## src/rtl/dag_pkg.sv

```systemverilog
package dag_pkg;

  localparam int unsigned WORD_W = 32;
  localparam logic [WORD_W-1:0] LFSR_TAPS = 32'h80200003;

  typedef struct packed {
    logic resume;
    logic halt;
    logic active;
  } ctrl_t;

  typedef enum logic [1:0] {
    SEL_OTHER,
    SEL_CTRL,
    SEL_STAT,
    SEL_AUTH
  } sel_e;

  // One Galois step of the challenge generator.
  function automatic logic [WORD_W-1:0] lfsr_next(input logic [WORD_W-1:0] s);
    return {1'b0, s[WORD_W-1:1]} ^ (s[0] ? LFSR_TAPS : '0);
  endfunction

  // Expected answer for a given challenge (wraps modulo 2^32).
  function automatic logic [WORD_W-1:0] unlock_word(input logic [WORD_W-1:0] chal,
                                                     input logic [WORD_W-1:0] key);
    return chal + key;
  endfunction

  // Control register update, authenticated case.
  function automatic ctrl_t ctrl_open_load(input logic [2:0] w);
    ctrl_t c;
    c.active = w[0];
    c.halt   = w[0] & w[1];
    c.resume = w[0] & w[2];
    return c;
  endfunction

endpackage

```

## src/rtl/dag_lfsr.sv

```systemverilog
module dag_lfsr
  import dag_pkg::*;
#(
  parameter logic [WORD_W-1:0] SEED = 32'h1
) (
  input  logic              clk,
  input  logic              rst_n,
  output logic [WORD_W-1:0] state
);

  logic [WORD_W-1:0] state_q;

  always_ff @(posedge clk or negedge rst_n) begin
    if (!rst_n) state_q <= SEED;
    else        state_q <= lfsr_next(state_q);
  end

  assign state = state_q;

  // the generator never locks up at zero
  a_r9_nonzero: assert property (@(posedge clk) disable iff (!rst_n)
    state_q != '0);

endmodule

```

## src/rtl/dag_auth.sv

```systemverilog
module dag_auth
  import dag_pkg::*;
#(
  parameter bit                REQUIRE_AUTH = 1'b1,
  parameter logic [WORD_W-1:0] SECRET       = 32'h0,
  parameter logic [WORD_W-1:0] SEED         = 32'h1
) (
  input  logic              clk,
  input  logic              rst_n,
  input  logic [WORD_W-1:0] lfsr_val,
  input  logic              auth_wr,
  input  logic [WORD_W-1:0] wdata,
  output logic [WORD_W-1:0] challenge,
  output logic              authed,
  output logic              fail_ev,
  output logic              pass_ev
);

  logic [WORD_W-1:0] challenge_q;
  logic [WORD_W-1:0] expect_q;
  logic              authed_q;
  logic              answer_ok;

  assign answer_ok = (wdata == expect_q);
  assign pass_ev   = REQUIRE_AUTH && auth_wr &&  answer_ok;
  assign fail_ev   = REQUIRE_AUTH && auth_wr && !answer_ok;

  // Challenge and expected answer are loaded together, so the
  // compare above sees only a register, never the adder.
  always_ff @(posedge clk or negedge rst_n) begin
    if (!rst_n) begin
      challenge_q <= SEED;
      expect_q    <= unlock_word(SEED, SECRET);
      authed_q    <= !REQUIRE_AUTH;
    end else if (pass_ev) begin
      authed_q    <= 1'b1;
    end else if (fail_ev) begin
      authed_q    <= 1'b0;
      challenge_q <= lfsr_val;
      expect_q    <= unlock_word(lfsr_val, SECRET);
    end
  end

  assign challenge = challenge_q;
  assign authed    = authed_q;

  // reset state of the lock
  a_r1_reset_lock: assert property (@(posedge clk)
    !rst_n |=> (authed_q == !REQUIRE_AUTH) && (challenge_q == SEED));

  // a correct answer opens the gate
  a_r4_unlock: assert property (@(posedge clk) disable iff (!rst_n)
    pass_ev |=> authed_q);

  // a wrong answer closes the gate and draws from the generator
  a_r5_relock: assert property (@(posedge clk) disable iff (!rst_n)
    fail_ev |=> !authed_q && (challenge_q == $past(lfsr_val)));

  // the challenge moves only on a failed answer
  a_r5_hold: assert property (@(posedge clk) disable iff (!rst_n)
    !fail_ev |=> $stable(challenge_q));

  // with the lock disabled, unlock writes change nothing
  a_r6_open: assert property (@(posedge clk) disable iff (!rst_n)
    (!REQUIRE_AUTH && auth_wr) |=> $stable(authed_q) && $stable(challenge_q));

endmodule

```

## src/rtl/dag_ctrl.sv

```systemverilog
module dag_ctrl
  import dag_pkg::*;
(
  input  logic       clk,
  input  logic       rst_n,
  input  logic       ctrl_wr,
  input  logic [2:0] wbits,
  input  logic       authed,
  output ctrl_t      ctrl,
  output logic       rise_ev,
  output logic       mod_rst
);

  ctrl_t ctrl_q;
  logic  mod_rst_q;

  assign rise_ev = ctrl_wr && !ctrl_q.active && wbits[0];

  always_ff @(posedge clk or negedge rst_n) begin
    if (!rst_n) begin
      ctrl_q    <= '0;
      mod_rst_q <= 1'b0;
    end else begin
      mod_rst_q <= rise_ev;
      if (ctrl_wr) begin
        if (authed) begin
          ctrl_q <= ctrl_open_load(wbits);
        end else begin
          ctrl_q.active <= wbits[0];
          if (rise_ev) begin
            ctrl_q.halt   <= 1'b0;
            ctrl_q.resume <= 1'b0;
          end
        end
      end
    end
  end

  assign ctrl    = ctrl_q;
  assign mod_rst = mod_rst_q;

  // a locked control write leaves the request bits alone
  a_r7_locked_ctrl: assert property (@(posedge clk) disable iff (!rst_n)
    (ctrl_wr && !authed && !rise_ev) |=> $stable(ctrl_q.halt) && $stable(ctrl_q.resume));

  // an activate edge gives a reset pulse next cycle
  a_r8_pulse: assert property (@(posedge clk) disable iff (!rst_n)
    rise_ev |=> mod_rst_q);

  // the pulse lasts a single cycle
  a_r8_single: assert property (@(posedge clk) disable iff (!rst_n)
    mod_rst_q |=> !mod_rst_q);

endmodule

```

## src/rtl/dbg_auth_gate.sv

```systemverilog
module dbg_auth_gate
  import dag_pkg::*;
#(
  parameter int unsigned        ADDR_W       = 7,
  parameter bit                 REQUIRE_AUTH = 1'b1,
  parameter logic [WORD_W-1:0]  SECRET       = 32'h5EC7_0A11,
  parameter logic [WORD_W-1:0]  LFSR_SEED    = 32'hACE1_2469,
  parameter logic [ADDR_W-1:0]  ADDR_CTRL    = 7'h10,
  parameter logic [ADDR_W-1:0]  ADDR_STAT    = 7'h11,
  parameter logic [ADDR_W-1:0]  ADDR_AUTH    = 7'h30
) (
  input  logic              clk,
  input  logic              rst_n,
  input  logic              req_valid,
  input  logic              req_write,
  input  logic [ADDR_W-1:0] req_addr,
  input  logic [31:0]       req_wdata,
  output logic [31:0]       rd_data,
  output logic              wr_err,
  output logic              fwd_we,
  output logic [ADDR_W-1:0] fwd_addr,
  output logic [31:0]       fwd_wdata,
  input  logic [31:0]       fwd_rdata,
  output logic              authenticated,
  output logic              dm_active,
  output logic              halt_req,
  output logic              resume_req,
  output logic              mod_rst
);

  localparam int unsigned CTRL_W = $bits(ctrl_t);

  sel_e              sel;
  logic              wr_any;
  logic              wr_pass;
  logic              auth_wr;
  logic              ctrl_wr;
  logic [WORD_W-1:0] lfsr_val;
  logic [WORD_W-1:0] challenge;
  logic              authed;
  logic              fail_ev;
  logic              pass_ev;
  logic              rise_ev;
  ctrl_t             ctrl;

  // Address decode
  always_comb begin
    if      (req_addr == ADDR_AUTH) sel = SEL_AUTH;
    else if (req_addr == ADDR_CTRL) sel = SEL_CTRL;
    else if (req_addr == ADDR_STAT) sel = SEL_STAT;
    else                            sel = SEL_OTHER;
  end

  // Locked writes get through only to the unlock and control registers.
  assign wr_any  = req_valid && req_write;
  assign wr_pass = authed || (sel == SEL_AUTH) || (sel == SEL_CTRL);
  assign wr_err  = wr_any && !wr_pass;
  assign auth_wr = wr_any && (sel == SEL_AUTH);
  assign ctrl_wr = wr_any && (sel == SEL_CTRL);
  assign fwd_we  = wr_any && wr_pass && (sel == SEL_OTHER);

  assign fwd_addr  = req_addr;
  assign fwd_wdata = req_wdata;

  dag_lfsr #(
    .SEED (LFSR_SEED)
  ) u_lfsr (
    .clk   (clk),
    .rst_n (rst_n),
    .state (lfsr_val)
  );

  dag_auth #(
    .REQUIRE_AUTH (REQUIRE_AUTH),
    .SECRET       (SECRET),
    .SEED         (LFSR_SEED)
  ) u_auth (
    .clk       (clk),
    .rst_n     (rst_n),
    .lfsr_val  (lfsr_val),
    .auth_wr   (auth_wr),
    .wdata     (req_wdata),
    .challenge (challenge),
    .authed    (authed),
    .fail_ev   (fail_ev),
    .pass_ev   (pass_ev)
  );

  dag_ctrl u_ctrl (
    .clk     (clk),
    .rst_n   (rst_n),
    .ctrl_wr (ctrl_wr),
    .wbits   (req_wdata[2:0]),
    .authed  (authed),
    .ctrl    (ctrl),
    .rise_ev (rise_ev),
    .mod_rst (mod_rst)
  );

  // Read multiplexer
  always_comb begin
    unique case (sel)
      SEL_AUTH: rd_data = challenge;
      SEL_STAT: rd_data = {30'd0, REQUIRE_AUTH, authed};
      SEL_CTRL: rd_data = {{(32-CTRL_W){1'b0}}, ctrl};
      default:  rd_data = fwd_rdata;
    endcase
  end

  assign authenticated = authed;
  assign dm_active     = ctrl.active;
  assign halt_req      = ctrl.halt;
  assign resume_req    = ctrl.resume;

  // a refused write never reaches the register file, and only happens while locked
  a_r2_reject: assert property (@(posedge clk) disable iff (!rst_n)
    wr_err |-> !fwd_we && !authenticated);

  // pass and fail are never signalled together
  a_r5_exclusive: assert property (@(posedge clk) disable iff (!rst_n)
    !(pass_ev && fail_ev));

endmodule

```

## config.mk

```make
export PLATFORM = sky130hd
export DESIGN_NAME = dbg_auth_gate
export DESIGN_NICKNAME = d
export VERILOG_FILES = /design/src/rtl/dag_pkg.sv /design/src/rtl/dag_lfsr.sv /design/src/rtl/dag_auth.sv /design/src/rtl/dag_ctrl.sv /design/src/rtl/dbg_auth_gate.sv
export SDC_FILE = /design/constraint.sdc
export NUM_CORES = 1
export LEC_CHECK = 0
export ABC_AREA = 1
export BUFFER_PORTS_ARGS = -buffer_cell sky130_fd_sc_hd__buf_2
export CAP_MARGIN = 10
export CORE_UTILIZATION = 35
export DETAILED_ROUTE_END_ITERATION = 16
export REMOVE_ABC_BUFFERS = 1
export SLEW_MARGIN = 20
export SYNTH_ARGS = -nofsm -noshare
export SYNTH_HDL_FRONTEND = slang
export SYNTH_SLANG_ARGS = --single-unit
```

## constraint.sdc

```tcl
create_clock -name clk -period 1.7 [get_ports clk]
set_input_delay 0.425 -clock clk [delete_from_list [all_inputs] [get_ports clk]]
set_output_delay 0.425 -clock clk [all_outputs]
set_load 0.03 [all_outputs]
```

# --- Word-level counts from Yosys, hierarchy flattened ---
# Cells that the tools add are included.
op_classes:
  add_sub_neg: 1
  reduce_logical: 20
  div_mod_pow: 0
  mul: 0
  eq_ne: 7
  n_lt_le_gt_ge: 0
  n_bitwise: 4
  shift: 0
  n_mux: 9
op_table:
  columns: ["op", "count"]
  rows:
  - ["$pmux W32 S3", 1]
  - ["$add A32 B31 Y32 const B", 1]
  - ["$eq A32 B32 Y1", 1]
  - ["$mux W32", 1]
  - ["$xor A31 B32 Y32", 1]
  - ["$eq A7 B5 Y1 const B", 2]
  - ["$logic_and A1 B1 Y1", 10]
  - ["$mux W2", 4]
  - ["$eq A7 B6 Y1 const B", 1]
  - ["$eq A2 B2 Y1 const B", 2]
  - ["$reduce_and A2 Y1", 2]
  - ["$reduce_bool A2 Y1", 2]
  - ["$logic_not A1 Y1", 3]
  - ["$mux W3", 1]
  - ["$and A1 B1 Y1", 2]
  - ["$eq A2 B1 Y1 const B", 1]
  - ["$logic_not A2 Y1", 1]
  - ["$logic_or A1 B1 Y1", 2]
  - ["$mux W1", 2]
  - ["$not A1 Y1", 1]
totals:
  ff_bits: 101
  ram_bits: 0
  word_cells: 49
  inputBits: 75
  romBits: 0
  mem_count: 0
  latch_bits: 0

# --- Longest topological paths before layout ---
# Gate-level depths: netlist of run 1.
logic_depth:
  depth_word: 10
  ltp_mapped: 13

# --- Hierarchy ---
# A second synthesis of run 1 with hierarchy kept.
hier_totals:
  cells_unflattened: 1062
  area_unflattened_um2: 6895.4
by_module_without_submodules:
  columns: ["mod", "cells_each", "instances", "area_each_um2"]
  rows:
  - ["dag_auth", 815, 1, 4762.1]
  - ["dbg_auth_gate", 180, 1, 1086.0]
  - ["dag_lfsr", 45, 1, 867.1]
  - ["dag_ctrl", 22, 1, 180.2]

# --- Worst setup path before layout of run 1 ---
# Ideal clock, no wire load.
synth_timing:
  path_type: "input -> output"
  startpoint: "in req_addr[3]"
  endpoint: "out fwd_we"
  path_buffers: 0
  path_stages: 6
  slack_ns: -0.505
  arrival_ns: 1.780
  cell_sequence: "nor2_1 -> nand2_1 -> inv_1 -> nand2_1 -> nand2_1 -> nor4_1"
synth_between:
  elab_chain_cells: 9
synth_rtl:
  columns: ["item", "line", "source"]
  rows:
  - ["from (decl)", "dbg_auth_gate.sv:16", "input logic [ADDR_W-1:0] req_addr,"]
  - ["$eq A7 B5 Y1", "dbg_auth_gate.sv:50", "else if (req_addr == ADDR_STAT) sel = SEL_STAT;"]
  - ["$mux W2", "dbg_auth_gate.sv:50", null]
  - ["$mux W2", "dbg_auth_gate.sv:49", "else if (req_addr == ADDR_CTRL) sel = SEL_CTRL;"]
  - ["$mux W2 *", "dbg_auth_gate.sv:48", "if (req_addr == ADDR_AUTH) sel = SEL_AUTH;"]
  - ["$eq A2 B2 Y1", "dbg_auth_gate.sv:56", "assign wr_pass = authed || (sel == SEL_AUTH) || (sel == SEL_CTRL);"]
  - ["$logic_or A1 B1 Y1 (2 in series)", "dbg_auth_gate.sv:56", null]
  - ["$logic_and A1 B1 Y1", "dbg_auth_gate.sv:60", "assign fwd_we = wr_any && wr_pass && (sel == SEL_OTHER);"]
  - ["$logic_and A1 B1 Y1 *", "dbg_auth_gate.sv:60", null]
  - ["to (decl)", "dbg_auth_gate.sv:20", "output logic fwd_we,"]
# Mark *: on every way between the ends. The rest lies on a longest branch, timed or not.

# --- Worst setup path in the final report of run 1 ---
layout_timing:
  startpoint: "in req_addr[3]"
  endpoint: "out rd_data[25]"
layout_between:
  elab_chain_cells: 6
layout_rtl:
  columns: ["item", "line", "source"]
  rows:
  - ["$eq A7 B5 Y1", "dbg_auth_gate.sv:50", null]
  - ["$mux W2", "dbg_auth_gate.sv:50", null]
  - ["$mux W2", "dbg_auth_gate.sv:49", null]
  - ["$mux W2 *", "dbg_auth_gate.sv:48", null]
  - ["$eq A2 B1 Y1 or $eq A2 B2 Y1 (tied branches)", "dbg_auth_gate.sv:102", "unique case (sel)"]
  - ["$pmux W32 S3 *", "dbg_auth_gate.sv:102", null]
  - ["to (decl)", "dbg_auth_gate.sv:18", "output logic [31:0] rd_data,"]
# Marks and branches as above.

==> results.py, run 1 <==
metrics = {
    "cells_and_area": {
        "utilization": 0.5387,
        "nets": 1173,
        "final_cells": 1327,
        "nFillCells": 1596,
        "area_growth_syn_to_layout_pct": 50.47,
        "num_antenna_cells": 0,
        "final_layout_size_suffix_gt1_frac": 0.4492,
    },
    "worst_setup_path": {
        "cp-start-kind": "primary input",
        "crit_chain": "buf_8 -> nor2_4 -> buf_6 -> nand4_1 -> inv_2 -> nor2_4 -> buf_12 -> a22o_1 -> buf_6",
        "cpPeakStageDelay_ps": 200,
        "cp.required_ps": 1270,
        "crit_slowest_cell": "a22o_1",
        "crit_arrival_ps": 1580,
        "worstSetupEndpointType": "output pin",
        "path_class": "in2out",
        "path_max_fanout": 19,
    },
    "clock_tree": {
        "htreeDepth": 3,
        "clk_latency_ps": 350,
        "postCtsHoldBufs": 0,
        "cts_root_buf": "clkbuf_16",
        "clk_pin_slew_ps": 70,
        "cts.sinks": 101,
        "cts_buffer_depth": 2,
        "cts_inserted_buffers": 9,
        "cts_tree": "done",
    },
    "die": {
        "rows": 48,
        "die_h_um": 135.0,
        "fp.dieArea_sq_um": 18230,
        "io_pins": 153,
        "die_x_um": 135.0,
        "core-area_sq_um": 17300,
        "start_util": 0.3580,
    },
    "logic_synthesis": {
        "ys_seq_area_frac": 0.4169,
        "synthArstFlopShare": 1.000,
        "syn_area_sq_um": 6192,
        "synth_top_cell_by_area": "dfrtp_1",
        "synth-seq-cells": 101,
        "synth-main-ff-cell": "dfrtp_1",
        "yosys.cell_types.count": 33,
        "synth_top_area_frac": 0.2344,
        "synth_top_cells_by_count": "378 x nand2_1, 103 x inv_1, 101 x nor2_1, 58 x dfrtp_1, 45 x buf_4",
        "yosysMostFrequentCell": "nand2_1",
        "syn_avg_cell_area_sq_um": 7.013,
        "synth_cells": 883,
        "synth-edff-count": 0,
        "yosysWarnings": 0,
        "synthTopCellsByArea": "dfrtp_1 23%, nand2_1 23%, dfstp_2 18%, inv_1 6.2%, nor2_1 6.1%",
    },
    "hold_path": {
        "hold_class": "in2async",
    },
    "timing": {
        "finClkSkew_ps": 8.937,
        "rsz0062_at_grt": "true",
        "relSlewSlack": 0.7312,
        "fin_ws_ps": -302.9,
        "holdWs_ps": -4.233,
        "worstMarginPinSlew_ps": 403.2,
        "drv_slew": 0,
        "timing.final.crit_share": 1.178,
        "final.min_clock_period_ps": 2003,
        "max_freq_mhz": 499.3,
        "report.final.hold_viol_count": 2,
        "setup_viol": 99,
    },
    "place": {
        "gp_congestion": 0.9054,
        "io_buffers": 152,
        "dp.cells": 1280,
        "dp_hpwl_mm": 12.25,
        "post-place-ws_ps": -422.6,
    },
    "drt": {
        "drc": 0,
        "drtIter0Drc": 314,
        "wl_per_cell_um": 14.05,
        "dr.pass1.iters": 5,
        "routed_wirelength_mm": 18.64,
        "vias_per_cell": 4.573,
        "vias": 6068,
        "ant_nets": 0,
    },
    "power_and_ir_drop": {
        "ir_drop_uv": 454.5,
        "p_leak_nw": 5.514,
        "powerDensity_nw_per_um2": 604.4,
    },
    "global_routing": {
        "grt_antenna_before_repair": 0,
        "grt_start_max_net_pins": 40,
        "grt-ovfl-total": 0,
        "grtUsageTotal": 0.2103,
        "first_global_vias": 5778,
        "grt_pass1_wl_mm": 29.48,
    },
    "run": {
        "max_cap_violations": 0,
    },
    "outcome": {
        "status": "finished with violations",
        "violations": "negative hold slack, negative setup slack",
    },
}
worst max-delay path: cells and delay by family:
family / cells / cell delay [ps]
compound gates: 1 / 200
buf+inv: 5 / 610
simple gates: 3 / 330
power by group:
| group | internal, mW | switching (mW) | total (mW) |
|---|---|---|---|
| clock | 1.41 | 0.925 | 2.34 |
| sequential | 2.45 | 0.0272 | 2.48 |
| combinational | 0.340 | 0.476 | 0.816 |
path summary, 6_finish.rpt:
check                                         start                   end  slack, ps  cells after the start
worst max-delay path                    req_addr[3]           rd_data[25]       -300                      9
worst min-delay path                          rst_n  u_auth.challenge[30]         -4                      1
worst max register to register  u_auth.expect_q[27]   u_auth.expect_q[16]       -280                     14
worst min register to register     u_lfsr.state[27]      u_lfsr.state[26]        430                      0
max in group asynchronous                     rst_n       u_lfsr.state[3]       1070                      2
min in group clk                   u_lfsr.state[27]      u_lfsr.state[26]        430                      0
layout by cell type, fill, tap and decap left out, types with 2 or more instances in the layout:
cell type	instances
nand2_1	240
buf_2	111
inv_1	98
nand2_2	95
nor2_1	93
buf_4	78
dfrtp_1	58
nand2_4	51
buf_6	50
dfstp_2	43
nand3_1	34
a22o_1	29
xor2_1	22
buf_12	11
clkbuf_16	10
nand4_1	9
buf_16	9
nor2_4	7
inv_2	6
a21oi_1	6
o21ai_0	5
nand3_2	3
nor2_2	3
clkbuf_8	3
buf_8	3
xor2_2	2
a21boi_0	2
nand3b_1	2
bufinv_16	2
stage by stage:
| step | power (mW) | TNS, ps | hold slack [ps] | cell area (sq um) |
|---|---|---|---|---|
| floorplan | 2.793 | -155300 | 129.4 | 5744 |
| global placement | 3.205 | -23570 | 379.5 | 7500 |
| detailed placement | 3.217 | -23630 | 381.3 | 7500 |
| CTS | 5.670 | -23310 | 0.6352 | 8815 |
| global route | 5.849 | -32630 | 15.36 | 9318 |
| finish | 5.631 | -23820 | -4.233 | 9318 |
cell type report:
type | count | area (sq um) | share of cell area
multi-input cells | 617 | 3478 | 0.3733
flip-flops and latches | 101 | 2581 | 0.2770
repair buffers | 263 | 2242 | 0.2406
inverters | 105 | 396.6 | 0.04257
well taps | 225 | 281.5 | 0.03021
clock buffers | 13 | 270.3 | 0.02900
clock inverters | 3 | 67.56 | 0.007251
routing by layer:
| metal | wire length [um] | vias to the layer above | global-route usage |
|---|---|---|---|
| met1 | 8695 | 2811 | 0.2888 |
| met3 | 782 | 15 | 0.03153 |
| met4 | 195 | 0 | 0.05243 |
| met5 | 0 | - | 0 |
| li1 | - | 3090 | - |
| met2 | 8966 | 152 | 0.3462 |
registers in the layout, indices dropped and copies added (netlist names):
name,cells
u_auth.authed,1
u_auth.challenge,32
u_auth.expect_q,32
u_ctrl.ctrl,3
u_ctrl.mod_rst,1
u_lfsr.state,32
cells by family after synthesis:
family,synth area share
simple gates,0.3463
flops,0.4169
buf+inv,0.1360
fa+ha+maj,0.002020
compound gates,0.06486
xor+xnor,0.03395
repair_timing:
item	CTS	global route
setup endpoints to repair	99	99
buffers inserted	18	9
cloned	10	1
gates resized for setup	182	140
pin swaps	39	38
Note: power is estimated with default switching activity, not from simulation.
==> run 2: changes to the inputs <==
- SYNTH_HIERARCHICAL: unset -> 1
==> results.py, run 2 <==
metrics = {
    "drt": {
        "ant_nets": 0,
        "routed_wirelength_mm": 21.82,
        "drc": 0,
        "wl_per_cell_um": 14.10,
        "vias": 7219,
        "dr.pass1.iters": 4,
        "drtIter0Drc": 372,
        "vias_per_cell": 4.666,
    },
    "worst_setup_path": {
        "rr_startpoint": "u_auth/expect_q[21]",
        "cp.buffers_inverters": 4,
        "crit_slowest_cell": "clkbuf_16",
        "cp_num_cells": 9,
        "r2r_cells": 14,
        "cp.required_ps": 1270,
        "cp-startpoint": "req_addr[6]",
        "cpPeakStageDelay_ps": 200,
        "r2r_end": "u_auth/challenge[27]",
        "worstSetupEndpointType": "output pin",
        "cp_top_family": "simple AND/OR/NAND/NOR gates",
        "path_max_fanout": 7,
        "r2r_slack_ps": -150,
        "endpoint": "rd_data[20]",
        "cp-start-kind": "primary input",
        "path_class": "in2out",
        "crit_chain": "buf_8 -> inv_4 -> nand2_4 -> nor2_4 -> nand2_8 -> clkbuf_16 -> nand3_1 -> nand2_1 -> buf_6",
        "crit_arrival_ps": 1440,
    },
    "cells_and_area": {
        "nFillCells": 1899,
        "final_layout_size_suffix_gt1_frac": 0.4172,
        "regArea_sq_um": 2585,
        "area_growth_syn_to_layout_pct": 46.42,
        "num_antenna_cells": 0,
        "final_common_cell": "nand2_1",
        "nets": 1358,
        "layout_common_cells": "337 x nand2_1, 117 x inv_1, 111 x buf_2, 101 x nand3_1, 96 x buf_4",
        "multiInputGateArea_sq_um": 4030,
    },
    "power_and_ir_drop": {
        "ir_drop_uv": 449.8,
        "p_leak_nw": 5.384,
        "power_mw": 5.437,
        "powerDensity_nw_per_um2": 538.8,
    },
    "timing": {
        "holdWs_ps": 408.6,
        "max_freq_mhz": 537.1,
        "final.min_clock_period_ps": 1862,
        "timing.final.crit_share": 1.095,
        "report.final.hold_viol_count": 0,
        "relSlewSlack": 0.7303,
        "finClkSkew_ps": 6.974,
        "fin_ws_ps": -161.7,
        "worstMarginPinSlew_ps": 404.5,
        "tns_ps": -9620,
        "drv_slew": 0,
        "rsz0062_at_grt": "true",
        "setup_viol": 97,
    },
    "clock_tree": {
        "clk_latency_ps": 360,
        "cts.sinks": 101,
        "cts_buffer_depth": 2,
        "cts_tree": "done",
        "cts_root_buf": "clkbuf_16",
        "clk_pin_slew_ps": 70,
        "htreeDepth": 3,
        "cts_inserted_buffers": 9,
    },
    "place": {
        "io_buffers": 152,
        "dp_hpwl_mm": 14.65,
        "gp_congestion": 0.9071,
        "post-place-ws_ps": -208.4,
    },
    "global_routing": {
        "grt-ovfl-total": 0,
        "first_global_vias": 6679,
        "grt_antenna_before_repair": 0,
        "grt_start_max_net_pins": 44,
        "grtUsageTotal": 0.2039,
        "grt_pass1_wl_mm": 32.43,
    },
    "outcome": {
        "status": "finished with violations",
        "violations": "negative setup slack",
    },
    "logic_synthesis": {
        "syn_area_sq_um": 6892,
        "yosysWarnings": 6,
        "synth_cells": 1061,
        "syn_avg_cell_area_sq_um": 6.495,
    },
    "die": {
        "start_util": 0.3624,
        "fp.dieArea_sq_um": 20260,
        "rows": 50,
        "core-area_sq_um": 19020,
        "io_pins": 153,
        "die_h_um": 142.3,
        "die_x_um": 142.3,
    },
    "run": {
        "max_cap_violations": 0,
    },
    "hold_path": {
        "hold_class": "reg2reg",
    },
}
[run 2: per-layer routing]
| layer | vias to the layer above | global-route usage | part of all wire | wire, um |
|---|---|---|---|---|
| met2 | 160 | 0.3682 | 0.50 | 10850 |
| met3 | 24 | 0.03398 | 0.034 | 738 |
| li1 | 3662 | - | - | - |
| met5 | - | 0 | 0 | 0 |
| met4 | 0 | 0.05150 | 0.015 | 333 |
| met1 | 3373 | 0.2505 | 0.45 | 9896 |
[run 2: final cells by class]
cell class	instances	share of cell area
Inverter	130	0.05071
Sequential cell	101	0.2562
Clock inverter	5	0.004216
Tap cell	260	0.03224
Timing Repair Buffer	281	0.2322
Multi-Input combinational cell	759	0.3994
Clock buffer	11	0.02505
[run 2: worst min path at each step]
stage	end	cells after the start	start	slack (ps)
finish	u_lfsr/state[26]	0	u_lfsr/state[27]	410
global route	u_lfsr/state[26]	0	u_lfsr/state[27]	420
CTS	u_lfsr/state[22]	0	u_lfsr/state[23]	400
detailed placement	u_ctrl/ctrl[0]	1	rst_n	360
global placement	u_ctrl/ctrl[0]	1	rst_n	360
floorplan	u_auth/authed	0	rst_n	130
[run 2: stage by stage]
step / std cells / util / instance area (sq um)
after floorplan: 990 / - / 6386
final: 1547 / 0.5306 / 10090
after global routing: 1547 / 0.5306 / 10090
after detailed placement: 1495 / 0.4346 / 8265
after global placement: 1495 / 0.4346 / 8265
after CTS: 1531 / 0.4898 / 9315
[run 2: power breakdown]
group | total (mW) | switching [mW] | internal, mW | leakage [nW]
sequential | 2.48 | 0.0309 | 2.45 | 1.24
clock | 2.05 | 0.962 | 1.09 | 0.143
combinational | 0.909 | 0.539 | 0.370 | 4.00
total | 5.44 | 1.53 | 3.91 | 5.38
[run 2: timing repair]
item	CTS	global route
gates cloned	4	7
hold endpoints to repair	15	0
pin swaps	20	38
gates resized for setup	147	175
setup endpoints to repair	97	99
hold buffers	1	0
setup buffers	15	11
==> run 3: changes to the inputs <==
- ABC_AREA: 1 -> unset
- PLACE_DENSITY: unset -> 0.7
==> results.py, run 3 <==
metrics = {
    "outcome": {
        "status": "finished with violations",
        "violations": "negative setup slack",
    },
    "drt": {
        "drtIter0Drc": 266,
        "vias": 4914,
        "drc": 0,
        "wl_per_cell_um": 17.60,
        "dr.pass1.iters": 5,
        "routed_wirelength_mm": 17.06,
        "vias_per_cell": 5.071,
        "ant_nets": 0,
    },
    "global_routing": {
        "top_usage_layer": "met2",
        "gr-usage-met3": 0.02855,
        "grt_start_max_net_pins": 49,
        "met1_usage": 0.2632,
        "grtUsageTotal": 0.2014,
        "grt_antenna_before_repair": 0,
        "first_global_vias": 5119,
        "grt-ovfl-total": 0,
        "grt_pass1_wl_mm": 27.27,
        "grt_use_met2": 0.3407,
    },
    "worst_setup_path": {
        "cp-start-kind": "flip-flop",
        "path_class": "reg2reg",
        "crit_slowest_cell": "dfstp_2",
        "path_common_cell": "buf_12",
        "crit_chain": "xor2_2 -> nor4_4 -> buf_4 -> nand4_1 -> o31ai_4 -> buf_6 -> buf_12 -> buf_12 -> mux2_4",
        "r2r_slack_ps": -680,
        "cp.required_ps": 1920,
        "path_max_fanout": 5,
        "rr_startpoint": "u_auth/expect_q[9]",
        "worstSetupEndpointType": "flip-flop",
        "cpPeakStageDelay_ps": 570,
        "crit_arrival_ps": 2600,
        "cp-startpoint": "u_auth/expect_q[9]",
    },
    "die": {
        "die_x_um": 131.5,
        "rows": 46,
        "fp.dieArea_sq_um": 17280,
        "core-area_sq_um": 16120,
        "start_util": 0.3640,
        "die_h_um": 131.5,
        "io_pins": 153,
    },
    "logic_synthesis": {
        "yosysWarnings": 6,
        "syn_area_sq_um": 5866,
        "synth_cells": 550,
        "syn_avg_cell_area_sq_um": 10.66,
    },
    "clock_tree": {
        "cts_buffer_depth": 2,
        "htreeDepth": 3,
        "clk_latency_ps": 340,
        "clk_pin_slew_ps": 70,
        "cts_inserted_buffers": 9,
        "cts.sinks": 101,
        "cts_root_buf": "clkbuf_16",
        "cts_tree": "done",
    },
    "timing": {
        "finClkSkew_ps": 12.15,
        "timing.final.crit_share": 1.403,
        "tns_ps": -59480,
        "worstMarginPinSlew_ps": 394.6,
        "setup_viol": 103,
        "report.final.hold_viol_count": 0,
        "rsz0062_at_grt": "true",
        "fin_ws_ps": -685.0,
        "drv_slew": 0,
        "final.min_clock_period_ps": 2385,
        "relSlewSlack": 0.7369,
        "max_freq_mhz": 419.3,
    },
    "cells_and_area": {
        "area_growth_syn_to_layout_pct": 39.57,
        "layout_common_cells": "115 x buf_2, 115 x buf_4, 76 x nand2_1, 58 x dfrtp_1, 44 x xor2_1",
        "final_cells": 969,
        "final_layout_size_suffix_gt1_frac": 0.5352,
        "num_antenna_cells": 0,
        "nets": 824,
    },
    "place": {
        "dp_hpwl_mm": 11.57,
        "io_buffers": 152,
        "gp_congestion": 0.8627,
        "dp.cells": 938,
    },
    "hold_path": {
        "hold_class": "in2reg",
        "min_from": "req_wdata[2]",
    },
    "run": {
        "max_cap_violations": 0,
    },
    "power_and_ir_drop": {
        "ir_drop_uv": 490.0,
        "p_leak_nw": 3.949,
        "powerDensity_nw_per_um2": 646.4,
    },
}
-- run 3: area by class of cell --
type,instances,area [sq um]
timing repair buffer,259,1954
inverter,6,22.52
multi-input combinational,371,3078
tap,216,270.3
clock buffer,13,260.3
clock inverter,3,20.02
sequential,101,2581
fill,1434,7929
-- run 3: final timing paths --
path,endpoint,cells past startpoint
worst min-delay path,u_ctrl/ctrl[2],2
worst max register to register,u_auth/expect_q[20],9
worst min register to register,u_lfsr/state[30],0
min in group asynchronous,u_auth/challenge[8],2
max in group asynchronous,u_auth/challenge[23],3
worst max-delay path,u_auth/expect_q[20],9
-- run 3: routing by layer --
layer | part of all wire | wire length (um)
met1 | 0.45 | 7660
met2 | 0.49 | 8290
met3 | 0.042 | 714
met4 | 0.023 | 390
met5 | 0 | 0
-- run 3: worst max-delay path: cells and delay by family (launching register included) --
family	cells	cell delay [ps]
DFF	1	570
muxes	1	300
buffers and inverters	4	590
AOI/OAI and AO/OA	1	290
xor gates and xnor gates	1	80
and+or+nand+nor	2	430
-- run 3: through the flow --
| step | utilization | hold slack [ps] | area (sq um) | setup WS, ps | total power [mW] |
|---|---|---|---|---|---|
| final | 0.5080 | 365.1 | 8187 | -685.0 | 5.292 |
| after global routing | 0.5080 | 361.2 | 8187 | -744.8 | 5.489 |
| after CTS | 0.5015 | 341.3 | 8082 | -696.9 | 5.313 |
| after detailed placement | 0.4457 | 252.3 | 7182 | -923.0 | 3.284 |
| after global placement | 0.4457 | 252.3 | 7182 | -934.4 | 3.274 |
| after floorplan | - | 129.4 | 5371 | -2867 | 2.799 |
-- run 3: repair_timing --
item                       CTS  global route
pin swaps                   40            12
hold buffers                 1             0
cloned                       6             1
resized for setup          100            52
setup endpoints to repair  102           103
hold endpoints to repair     2             0
buffers inserted            13             2
-- run 3: power by group --
part / internal [mW] / leakage (nW) / switching (mW)
Sequential: 2.45 / 1.24 / 0.0262
Clock: 1.07 / 0.132 / 0.860
Combinational: 0.351 / 2.58 / 0.537
